$ cat config.mk
export PLATFORM = sky130hd
export DESIGN_NAME = hpt_walker
export DESIGN_NICKNAME = d
export VERILOG_FILES = /design/src/rtl/hpt_pkg.sv /design/src/rtl/hpt_hash.sv /design/src/rtl/hpt_elem_cmp.sv /design/src/rtl/hpt_walk_fsm.sv /design/src/rtl/hpt_walker.sv
export SDC_FILE = /design/constraint.sdc
export NUM_CORES = 1
export LEC_CHECK = 0
export BUFFER_PORTS_ARGS = -buffer_cell sky130_fd_sc_hd__clkbuf_2
export CAP_MARGIN = 20
export CORE_MARGIN = 8
export CORE_UTILIZATION = 44
export CTS_CLUSTER_SIZE = 10
export DETAILED_ROUTE_END_ITERATION = 10
export HOLD_SLACK_MARGIN = 0.08
export PLACE_DENSITY = 0.77
export REMOVE_ABC_BUFFERS = 1
export SYNTH_ARGS = -nofsm -noshare
export SYNTH_HDL_FRONTEND = slang
export SYNTH_SLANG_ARGS = --single-unit
$ cat constraint.sdc
create_clock -name clk -period 1.65 [get_ports clk]
set_input_delay 0.165 -clock clk [delete_from_list [all_inputs] [get_ports clk]]
set_output_delay 0.165 -clock clk [all_outputs]
set_load 0.05 [all_outputs]
$ cat src/rtl/hpt_pkg.sv
package hpt_pkg;

   typedef enum logic [1:0] {
      WALK_HIT   = 2'd0,
      WALK_MISS  = 2'd1,
      WALK_LIMIT = 2'd2
   } walk_stat_e;

   typedef enum logic [2:0] {
      PH_IDLE,
      PH_HEAD_RD,
      PH_HEAD_CHK,
      PH_ELEM_RD,
      PH_ELEM_CHK,
      PH_REPLY
   } walk_phase_e;

endpackage

$ cat src/rtl/hpt_hash.sv
module hpt_hash #(
   parameter int VPN_W = 20,
   parameter int BKT_W = 4
) (
   input  logic [VPN_W-1:0] vpn,
   output logic [BKT_W-1:0] idx
);
   localparam int NCH  = (VPN_W + BKT_W - 1) / BKT_W;
   localparam int PADW = NCH * BKT_W;

   logic [PADW-1:0] padded;
   assign padded = PADW'(vpn);

   generate
      if (NCH == 1) begin : g_direct
         assign idx = padded[BKT_W-1:0];
      end else begin : g_fold
         logic [BKT_W-1:0] acc [NCH];
         assign acc[0] = padded[BKT_W-1:0];
         for (genvar c = 1; c < NCH; c++) begin : g_chunk
            assign acc[c] = acc[c-1] ^ padded[c*BKT_W +: BKT_W];
         end
         assign idx = acc[NCH-1];
      end
   endgenerate

endmodule

$ cat src/rtl/hpt_elem_cmp.sv
module hpt_elem_cmp #(
   parameter int VPN_W = 20,
   parameter int PFN_W = 12,
   parameter int PTR_W = 6
) (
   input  logic [VPN_W+PFN_W+PTR_W-1:0] word,
   input  logic [VPN_W-1:0]             vpn_key,
   output logic                         hit,
   output logic [PFN_W-1:0]             pfn,
   output logic [PTR_W-1:0]             nxt,
   output logic                         nxt_null
);
   localparam logic [PTR_W-1:0] NULL_PTR = '1;

   logic [VPN_W-1:0] tag;

   assign tag      = word[PFN_W+PTR_W +: VPN_W];
   assign pfn      = word[PTR_W +: PFN_W];
   assign nxt      = word[PTR_W-1:0];
   assign hit      = (tag == vpn_key);
   assign nxt_null = (nxt == NULL_PTR);

endmodule

$ cat src/rtl/hpt_walk_fsm.sv
module hpt_walk_fsm
   import hpt_pkg::*;
#(
   parameter int VPN_W    = 20,
   parameter int PFN_W    = 12,
   parameter int PTR_W    = 6,
   parameter int BKT_W    = 4,
   parameter int MAX_HOPS = 8,
   localparam int HOP_W   = $clog2(MAX_HOPS + 1)
) (
   input  logic             clk,
   input  logic             rst_n,
   input  logic             req_valid,
   output logic             req_ready,
   input  logic [VPN_W-1:0] req_vpn,
   output logic [VPN_W-1:0] vpn_q,
   input  logic [BKT_W-1:0] bucket,
   output logic             hd_en,
   output logic [BKT_W-1:0] hd_addr,
   input  logic [PTR_W-1:0] hd_ptr,
   output logic             el_en,
   output logic [PTR_W-1:0] el_addr,
   input  logic             el_hit,
   input  logic [PFN_W-1:0] el_pfn,
   input  logic [PTR_W-1:0] el_nxt,
   input  logic             el_nxt_null,
   output logic             rsp_valid,
   input  logic             rsp_ready,
   output walk_stat_e       rsp_status,
   output logic [PFN_W-1:0] rsp_pfn,
   output logic [HOP_W-1:0] rsp_hops
);
   localparam logic [PTR_W-1:0] NULL_PTR = '1;
   localparam logic [HOP_W-1:0] HOP_CAP  = HOP_W'(MAX_HOPS);

   walk_phase_e      phase;
   logic [PTR_W-1:0] cur_ptr;
   logic [HOP_W-1:0] hops;
   logic [HOP_W-1:0] hops_nx;
   walk_stat_e       stat_q;
   logic [PFN_W-1:0] pfn_q;

   assign hops_nx = hops + 1'b1;

   always_ff @(posedge clk or negedge rst_n) begin
      if (!rst_n) begin
         phase   <= PH_IDLE;
         cur_ptr <= '0;
         hops    <= '0;
         vpn_q   <= '0;
         stat_q  <= WALK_MISS;
         pfn_q   <= '0;
      end else begin
         case (phase)
            PH_IDLE: begin
               if (req_valid) begin
                  vpn_q <= req_vpn;
                  hops  <= '0;
                  phase <= PH_HEAD_RD;
               end
            end
            PH_HEAD_RD: phase <= PH_HEAD_CHK;
            PH_HEAD_CHK: begin
               if (hd_ptr == NULL_PTR) begin
                  stat_q <= WALK_MISS;
                  pfn_q  <= '0;
                  phase  <= PH_REPLY;
               end else begin
                  cur_ptr <= hd_ptr;
                  phase   <= PH_ELEM_RD;
               end
            end
            PH_ELEM_RD: phase <= PH_ELEM_CHK;
            PH_ELEM_CHK: begin
               hops <= hops_nx;
               if (el_hit) begin
                  stat_q <= WALK_HIT;
                  pfn_q  <= el_pfn;
                  phase  <= PH_REPLY;
               end else if (el_nxt_null) begin
                  stat_q <= WALK_MISS;
                  pfn_q  <= '0;
                  phase  <= PH_REPLY;
               end else if (hops_nx == HOP_CAP) begin
                  stat_q <= WALK_LIMIT;
                  pfn_q  <= '0;
                  phase  <= PH_REPLY;
               end else begin
                  cur_ptr <= el_nxt;
                  phase   <= PH_ELEM_RD;
               end
            end
            PH_REPLY: begin
               if (rsp_ready) phase <= PH_IDLE;
            end
            default: phase <= PH_IDLE;
         endcase
      end
   end

   assign req_ready  = (phase == PH_IDLE);
   assign hd_en      = (phase == PH_HEAD_RD);
   assign hd_addr    = bucket;
   assign el_en      = (phase == PH_ELEM_RD);
   assign el_addr    = cur_ptr;
   assign rsp_valid  = (phase == PH_REPLY);
   assign rsp_status = stat_q;
   assign rsp_pfn    = pfn_q;
   assign rsp_hops   = hops;


   rsp_hold_chk: assert property (@(posedge clk) disable iff (!rst_n)
      rsp_valid && !rsp_ready |=> rsp_valid && $stable(rsp_status)
                                  && $stable(rsp_pfn) && $stable(rsp_hops));

   busy_chk: assert property (@(posedge clk) disable iff (!rst_n)
      rsp_valid |-> !req_ready);

   null_rd_chk: assert property (@(posedge clk) disable iff (!rst_n)
      el_en |-> el_addr != NULL_PTR);

   hop_bound_chk: assert property (@(posedge clk) disable iff (!rst_n)
      rsp_valid |-> rsp_hops <= HOP_CAP);

   lim_depth_chk: assert property (@(posedge clk) disable iff (!rst_n)
      rsp_valid && rsp_status == WALK_LIMIT |-> rsp_hops == HOP_CAP);

   one_port_chk: assert property (@(posedge clk) disable iff (!rst_n)
      !(hd_en && el_en));

   head_after_acc_chk: assert property (@(posedge clk) disable iff (!rst_n)
      req_valid && req_ready |=> hd_en);

endmodule

$ cat src/rtl/hpt_walker.sv
module hpt_walker
   import hpt_pkg::*;
#(
   parameter int VPN_W    = 20,
   parameter int PFN_W    = 12,
   parameter int OFF_W    = 12,
   parameter int PTR_W    = 6,
   parameter int BKT_W    = 4,
   parameter int MAX_HOPS = 8
) (
   input  logic                           clk,
   input  logic                           rst_n,
   input  logic                           req_valid,
   output logic                           req_ready,
   input  logic [VPN_W+OFF_W-1:0]         req_va,
   output logic                           rsp_valid,
   input  logic                           rsp_ready,
   output logic [1:0]                     rsp_status,
   output logic [PFN_W+OFF_W-1:0]         rsp_pa,
   output logic [$clog2(MAX_HOPS+1)-1:0]  rsp_hops,
   output logic                           hd_en,
   output logic [BKT_W-1:0]               hd_addr,
   input  logic [PTR_W-1:0]               hd_ptr,
   output logic                           el_en,
   output logic [PTR_W-1:0]               el_addr,
   input  logic [VPN_W+PFN_W+PTR_W-1:0]   el_word
);
   localparam int HOP_W = $clog2(MAX_HOPS + 1);

   generate
      if (PTR_W < 2) begin : g_bad_ptr
         $error("PTR_W must be at least 2");
      end
      if (BKT_W < 1 || BKT_W > VPN_W) begin : g_bad_bkt
         $error("BKT_W must lie in 1..VPN_W");
      end
      if (MAX_HOPS < 1) begin : g_bad_hops
         $error("MAX_HOPS must be positive");
      end
   endgenerate

   logic [VPN_W-1:0] vpn_q;
   logic [OFF_W-1:0] off_q;
   logic [BKT_W-1:0] bucket;
   logic             c_hit;
   logic [PFN_W-1:0] c_pfn;
   logic [PTR_W-1:0] c_nxt;
   logic             c_nxt_null;
   walk_stat_e       stat;
   logic [PFN_W-1:0] pfn_out;

   always_ff @(posedge clk or negedge rst_n) begin
      if (!rst_n) off_q <= '0;
      else if (req_valid && req_ready) off_q <= req_va[OFF_W-1:0];
   end

   hpt_hash #(.VPN_W(VPN_W), .BKT_W(BKT_W)) u_hash (
      .vpn (vpn_q),
      .idx (bucket)
   );

   hpt_elem_cmp #(.VPN_W(VPN_W), .PFN_W(PFN_W), .PTR_W(PTR_W)) u_cmp (
      .word     (el_word),
      .vpn_key  (vpn_q),
      .hit      (c_hit),
      .pfn      (c_pfn),
      .nxt      (c_nxt),
      .nxt_null (c_nxt_null)
   );

   hpt_walk_fsm #(
      .VPN_W(VPN_W), .PFN_W(PFN_W), .PTR_W(PTR_W),
      .BKT_W(BKT_W), .MAX_HOPS(MAX_HOPS)
   ) u_fsm (
      .clk         (clk),
      .rst_n       (rst_n),
      .req_valid   (req_valid),
      .req_ready   (req_ready),
      .req_vpn     (req_va[OFF_W +: VPN_W]),
      .vpn_q       (vpn_q),
      .bucket      (bucket),
      .hd_en       (hd_en),
      .hd_addr     (hd_addr),
      .hd_ptr      (hd_ptr),
      .el_en       (el_en),
      .el_addr     (el_addr),
      .el_hit      (c_hit),
      .el_pfn      (c_pfn),
      .el_nxt      (c_nxt),
      .el_nxt_null (c_nxt_null),
      .rsp_valid   (rsp_valid),
      .rsp_ready   (rsp_ready),
      .rsp_status  (stat),
      .rsp_pfn     (pfn_out),
      .rsp_hops    (rsp_hops)
   );

   assign rsp_status = stat;
   assign rsp_pa     = (stat == WALK_HIT) ? {pfn_out, off_q} : '0;


   idle_quiet_chk: assert property (@(posedge clk) disable iff (!rst_n)
      req_ready |-> !el_en && !rsp_valid);

   hit_hops_chk: assert property (@(posedge clk) disable iff (!rst_n)
      rsp_valid && rsp_status == 2'd0 |-> rsp_hops != '0);

   logic unused_hop;
   assign unused_hop = ^HOP_W;

endmodule

After elaboration in Yosys (flattened, before gate mapping)
Index checks and enable logic that the tools add are counted.
{ "word_totals": {"output_inout_bits": 44, "in_bits": 80, "register_bits": 59} }
{ "op_classes": {"n_reduce_logical": 10, "mux": 25, "n_eq_ne": 17, "n_addsub": 1, "n_bitwise": 4} }
{ "op_table": {"columns": ["cell", "count"], "rows": [
  ["$mux W12", 4],
  ["$mux W24", 1],
  ["$mux W6", 4],
  ["$pmux W12 S2", 1],
  ["$eq A20 B20 Y1", 1],
  ["$mux W3", 6],
  ["$pmux W3 S6", 1],
  ["$xor A4 B4 Y4", 4],
  ["$eq A6 B6 Y1 const B", 2],
  ["$pmux W6 S2", 1],
  ["$ne A2 B2 Y1 const B", 5],
  ["$mux W2", 4],
  ["$pmux W4 S2", 1],
  ["$eq A3 B2 Y1 const B", 2],
  ["$eq A3 B3 Y1 const B", 2],
  ["$reduce_and A2 Y1", 3],
  ["$reduce_and A5 Y1", 1],
  ["$add A4 B1 Y4 const B", 1],
  ["$eq A4 B4 Y1 const B", 1],
  ["$mux W4", 1],
  ["$ne A2 B1 Y1 const B", 2],
  ["$ne A4 B3 Y1 const B", 1],
  ["$pmux W2 S2", 1],
  ["$reduce_bool A2 Y1", 2],
  ["other kinds (5)", 5]
]} }

Logic depth before layout (Yosys ltp)
{ "logic_depth": {"depth_word": 6, "depth_mapped": 8, "mapped_depth_nobuf": 6} }

By module
From an unflattened synthesis, not the netlist that was laid out.
{ "hier_totals": {"hier_cells": 265, "area_unflattened_um2": 3295.7} }
{ "by_module_without_submodules": {"columns": ["module", "cells_per_inst", "area_each_um2", "instances"], "rows": [
  ["hpt_walk_fsm", 152, 2108.3, 1],
  ["hpt_walker", 53, 656.9, 1],
  ["hpt_elem_cmp", 48, 370.4, 1],
  ["hpt_hash", 12, 160.2, 1]
]} }

Worst setup path before layout
No wires, ideal clock.
{ "synth_path": {"path_type": "reg2reg", "start": "register u_fsm.phase[0]", "end": "register off_q[11]", "period_less_slack_ns": 2.754, "arrival_time_ns": 2.629, "n_path_buf": 3, "t_required_ns": 1.525, "path_slack_ns": -1.104, "setup_time_ns": 0.125, "path_stages_with_launch": 7, "path_cell_list": "dfrtp_1 -> clkbuf_1 -> nor3_1 -> and2_1 -> buf_2 -> buf_2 -> mux2_2"} }
{ "synth_between": {"elab_chain_len": 2} }
{ "synth_lines": {"columns": ["item", "line", "source"], "rows": [
  ["from (decl)", "hpt_walk_fsm.sv:36", "walk_phase_e phase;"],
  ["from (signal assigned)", "hpt_walk_fsm.sv:47", "phase <= PH_IDLE;"],
  ["from (signal assigned)", "hpt_walk_fsm.sv:59", "phase <= PH_HEAD_RD;"],
  ["from (signal assigned)", "hpt_walk_fsm.sv:62", "PH_HEAD_RD: phase <= PH_HEAD_CHK;"],
  ["$logic_not A3 Y1", "hpt_walk_fsm.sv:101", "assign req_ready = (phase == PH_IDLE);"],
  ["named net req_ready", "hpt_walker.sv:14", "output logic req_ready,"],
  ["$logic_and A1 B1 Y1", "hpt_walker.sv:54", "else if (req_valid && req_ready) off_q <= req_va[OFF_W-1:0];"],
  ["to (signal assigned)", "hpt_walker.sv:54", null],
  ["to (decl)", "hpt_walker.sv:43", "logic [OFF_W-1:0] off_q;"]
]} }
The timed path passes the listed nets, and every way through them passes these cells.
A chain may end at the register's enable or synchronous reset.

Worst setup path after layout
{ "layout_path": {"start": "register u_fsm.vpn_q[15]", "end": "register u_fsm.cur_ptr[0], in the netlist u_fsm.el_addr[0]"} }
{ "layout_between": {"elab_chain_len": 3} }
{ "layout_lines": {"columns": ["item", "line", "source"], "rows": [
  ["from (decl)", "hpt_walk_fsm.sv:16", "output logic [VPN_W-1:0] vpn_q,"],
  ["from (signal assigned)", "hpt_walk_fsm.sv:57", "vpn_q <= req_vpn;"],
  ["$eq A20 B20 Y1", "hpt_elem_cmp.sv:20", "assign hit = (tag == vpn_key);"],
  ["$ne A2 B2 Y1 (no source line)", null, null],
  ["$reduce_and A5 Y1 (no source line)", null, null],
  ["to (signal assigned)", "hpt_walk_fsm.sv:69", "cur_ptr <= hd_ptr;"],
  ["to (signal assigned)", "hpt_walk_fsm.sv:89", "cur_ptr <= el_nxt;"],
  ["to (decl)", "hpt_walk_fsm.sv:37", "logic [PTR_W-1:0] cur_ptr;"]
]} }
No other way between the ends.

==> flow_metrics.py <==
metrics = {
    "status": {
        "status": "finished with violations",
        "violations": "negative setup slack",
    },
    "setup_path": {
        "worstSetupPathType": "reg2reg",
        "cp_max_fo": 7,
        "endpoint_kind": "flop",
        "arrival_ns": 2.27,
        "r2r-start": "u_fsm.vpn_q[15]$_DFFE_PN0P_",
        "required_ns": 1.86,
        "r2r.worst_path.cells": 6,
        "r2r_end": "u_fsm.el_addr[0]$_DFFE_PN0P_",
        "rrSetupSlack_ns": -0.41,
        "start_kind": "flop",
    },
    "logic_synthesis": {
        "synthAdderAreaFrac_pct": 0.415,
        "ys_seq_area_share_pct": 49.0,
        "ys.flop_type": "dfrtp_1",
        "synth_seq_cells": 59,
        "synthSimpleGateAreaFrac_pct": 15.4,
        "async_flop_share_pct": 100,
        "synth_top_family_by_area": "simple AND/OR/NAND/NOR gates",
        "ys_types": 34,
        "synthXorXnorAreaFrac_pct": 11.0,
        "synth_area_sq_um": 3020,
        "synth_edf_count": 0,
        "synth_warnings": 0,
        "syn_area_per_cell_sq_um": 11.4,
        "synthCells": 265,
        "muxShareOfSynthArea_pct": 14.9,
        "synth_compound_area_share_pct": 7.26,
    },
    "floorplan": {
        "die_h_microns": 98.8,
        "die-area_sq_um": 9760,
        "start_util_pct": 44.9,
        "dieWidth_microns": 98.8,
        "io_pins": 124,
        "rows": 30,
        "coreArea_sq_um": 6720,
    },
    "worst_hold_path": {
        "hold_start": "el_word[9]",
        "hp-class": "in2reg",
        "hold_depth": 2,
        "min_to": "u_fsm.rsp_pfn[3]$_DFFE_PN0P_",
    },
    "drt": {
        "drt_iter0_drc": 68,
        "viasPerCell": 4.97,
        "antenna_left": 0,
        "drt_pre_antenna_iters": 6,
        "totalWireLength_mm": 9.88,
        "drc": 0,
        "vias": 2788,
        "wl_per_cell_microns": 17.6,
    },
    "power": {
        "comb_power_share_pct": 65.8,
        "internal-power_mw": 6.47,
        "p_switching_mw": 4.77,
        "power.share.clock_pct": 12.4,
        "seqPwrFrac_pct": 21.8,
        "p_leak_nw": 2.53,
        "peakVddDrop_mv": 2.62,
        "swShare_pct": 42.4,
        "power_density_nw_per_um2": 2140,
    },
    "global_route": {
        "gr-total-overflow": 0,
        "first_global_vias": 3149,
        "antenna_found_initial": 1,
        "grt_pass1_wl_mm": 15.3,
        "grt_max_degree": 60,
        "grt_usage_pct": 19.6,
    },
    "place": {
        "io_buffer_count": 123,
        "dp_hpwl_mm": 6.47,
        "gp_congestion": 0.816,
    },
    "clock_network": {
        "clkTransAtPathRegs_ns": 0.07,
        "cts_root_buf": "clkbuf_8",
        "cts_made_buffers": 9,
        "cts_tree": "done",
        "clock-sinks": 59,
        "cts_htree_levels": 3,
        "clock_path_buffers": 2,
        "insertion_delay_ns": 0.32,
    },
    "sta": {
        "setup_slack_ns": -0.407,
        "tightest_slew_ns": 0.525,
        "hold_slack_ns": 0.0878,
        "period_minus_slack_ns": 2.06,
        "report.final.slew_viol_count": 0,
        "max_slew_margin_pct": 65.0,
        "rsz0062_at_grt": "true",
        "finalCritPeriodShare_pct": 125,
        "setup_violations": 26,
        "max_freq_ghz": 0.486,
        "hold_viol": 0,
        "finClkSkew_ns": 0.00878,
    },
    "layout": {
        "finalNetCount": 556,
        "fin_util_pct": 78.2,
        "layout-drive-gt1-share_pct": 52.1,
        "final.fill_count": 414,
        "syn2layout_area_growth_pct": 74.2,
    },
    "job": {
        "maxCapViolCount": 0,
    },
}
power by group through the flow:
stage	combinational [mW]	sequential (mW)	clock, mW
final	7.39	2.45	1.40
after global routing	7.76	2.51	1.49
after CTS	6.68	2.42	1.42
after detailed placement	5.78	2.40	0
after global placement	5.61	2.37	0
after floorplan	3.09	2.81	0
sequential cells by signal, indices dropped and copies added, names as in the netlist:
signal,flops
u_fsm.phase,3
u_fsm.rsp_status,2
u_fsm.rsp_hops,4
u_fsm.el_addr,6
off_q,12
u_fsm.rsp_pfn,12
u_fsm.vpn_q,20
Yosys cell counts, drive strengths merged, types with 4 or more instances:
cell | number | area share, %
a21oi | 5 | 0.83
a22o | 12 | 3.5
and2 | 26 | 5.4
buf | 6 | 1.0
clkbuf | 5 | 0.62
dfrtp | 58 | 48
mux2 | 38 | 15
nand2 | 29 | 3.6
nand4 | 4 | 0.83
nor2 | 11 | 1.4
nor4 | 4 | 1.0
o21ai | 6 | 1.0
xnor2 | 24 | 7.0
xor2 | 14 | 4.1
worst max-delay path by stage:
stage	start	end	slack [ns]	depth (start not counted)
after floorplan	u_fsm.phase[0]$_DFFE_PN0P_	u_fsm.rsp_hops[2]$_DFFE_PN0P_	-1.50	5
after global placement	u_fsm.vpn_q[19]$_DFFE_PN0P_	u_fsm.el_addr[1]$_DFFE_PN0P_	-0.30	6
after detailed placement	u_fsm.vpn_q[19]$_DFFE_PN0P_	u_fsm.el_addr[5]$_DFFE_PN0P_	-0.41	6
after CTS	u_fsm.vpn_q[3]$_DFFE_PN0P_	u_fsm.el_addr[0]$_DFFE_PN0P_	-0.38	6
after global routing	u_fsm.vpn_q[15]$_DFFE_PN0P_	u_fsm.el_addr[5]$_DFFE_PN0P_	-0.53	6
final	u_fsm.vpn_q[15]$_DFFE_PN0P_	u_fsm.el_addr[0]$_DFFE_PN0P_	-0.41	6
cell families after synthesis:
group	Yosys count
multiplexers	38
buffers and inverters	14
adder cells (fa/ha/maj)	1
AND/OR/NAND/NOR	87
AO/OA/AOI/OAI	28
XOR/XNOR	38
flip-flops	59
stage by stage:
| stage | cell area, sq um | power (mW) | cells | setup slack, ns | setup TNS [ns] |
|---|---|---|---|---|---|
| 3_5_place_dp | 4280 | 8.18 | 499 | -0.408 | -7.44 |
| 2_1_floorplan | 2970 | 5.90 | 254 | -1.50 | -63.72 |
| 4_1_cts | 5090 | 10.5 | 557 | -0.378 | -7.10 |
| 5_1_grt | 5250 | 11.8 | 561 | -0.531 | -10.95 |
| 6_report | 5250 | 11.2 | 561 | -0.407 | -7.69 |
| 3_3_place_gp | 4270 | 7.98 | 498 | -0.295 | -10.99 |
metal layers:
| metal | vias to the layer above | track usage [%] | part of all wire [%] |
|---|---|---|---|
| met1 | 1347 | 20.6 | 37 |
| met5 | - | 0 | 0 |
| met2 | 96 | 35.7 | 54 |
| li1 | 1325 | - | - |
| met3 | 20 | 6.91 | 7.1 |
| met4 | 0 | 6.02 | 2.2 |
final cells by class:
type	count	area, sq um	area share (%)
inverters	3	11.3	0.214
multi-input cells	192	1670	31.8
flip-flops and latches	59	1480	28.1
repair buffers	210	1780	33.8
clock inverters	3	45.0	0.857
well taps	80	100	1.91
diodes	1	2.50	0.0476
clock buffers	13	169	3.22
layout by cell type (no fill, tap or decap), drive strengths merged, types with 4 or more instances in the layout:
| cell | instances |
|---|---|
| buf | 71 |
| dlygate4sd3 | 39 |
| dfrtp | 58 |
| a21oi | 5 |
| o21ai | 6 |
| xor2 | 14 |
| and2 | 26 |
| nand2 | 29 |
| mux2 | 38 |
| nand4 | 4 |
| nor4 | 4 |
| xnor2 | 24 |
| clkbuf | 113 |
| a22o | 12 |
| nor2 | 11 |
what timing repair did:
action,4_1_cts,5_1_grt
endpoints found under the setup margin,67,52
buffers inserted,6,2
endpoints found under the hold margin,95,1
resized for setup,35,24
cloned,0,1
pin swaps,18,17
hold buffers,38,1
critical path, stage by stage, from the launching register on:
cell and delay, ns:
dfrtp_1 0.41, xor2_1 0.17, nor4_1 0.32, nand3_1 0.22, nor3_4 0.27, o32ai_4 0.21
mux2_4 0.33
Note: power is estimated with default switching activity, not from simulation.
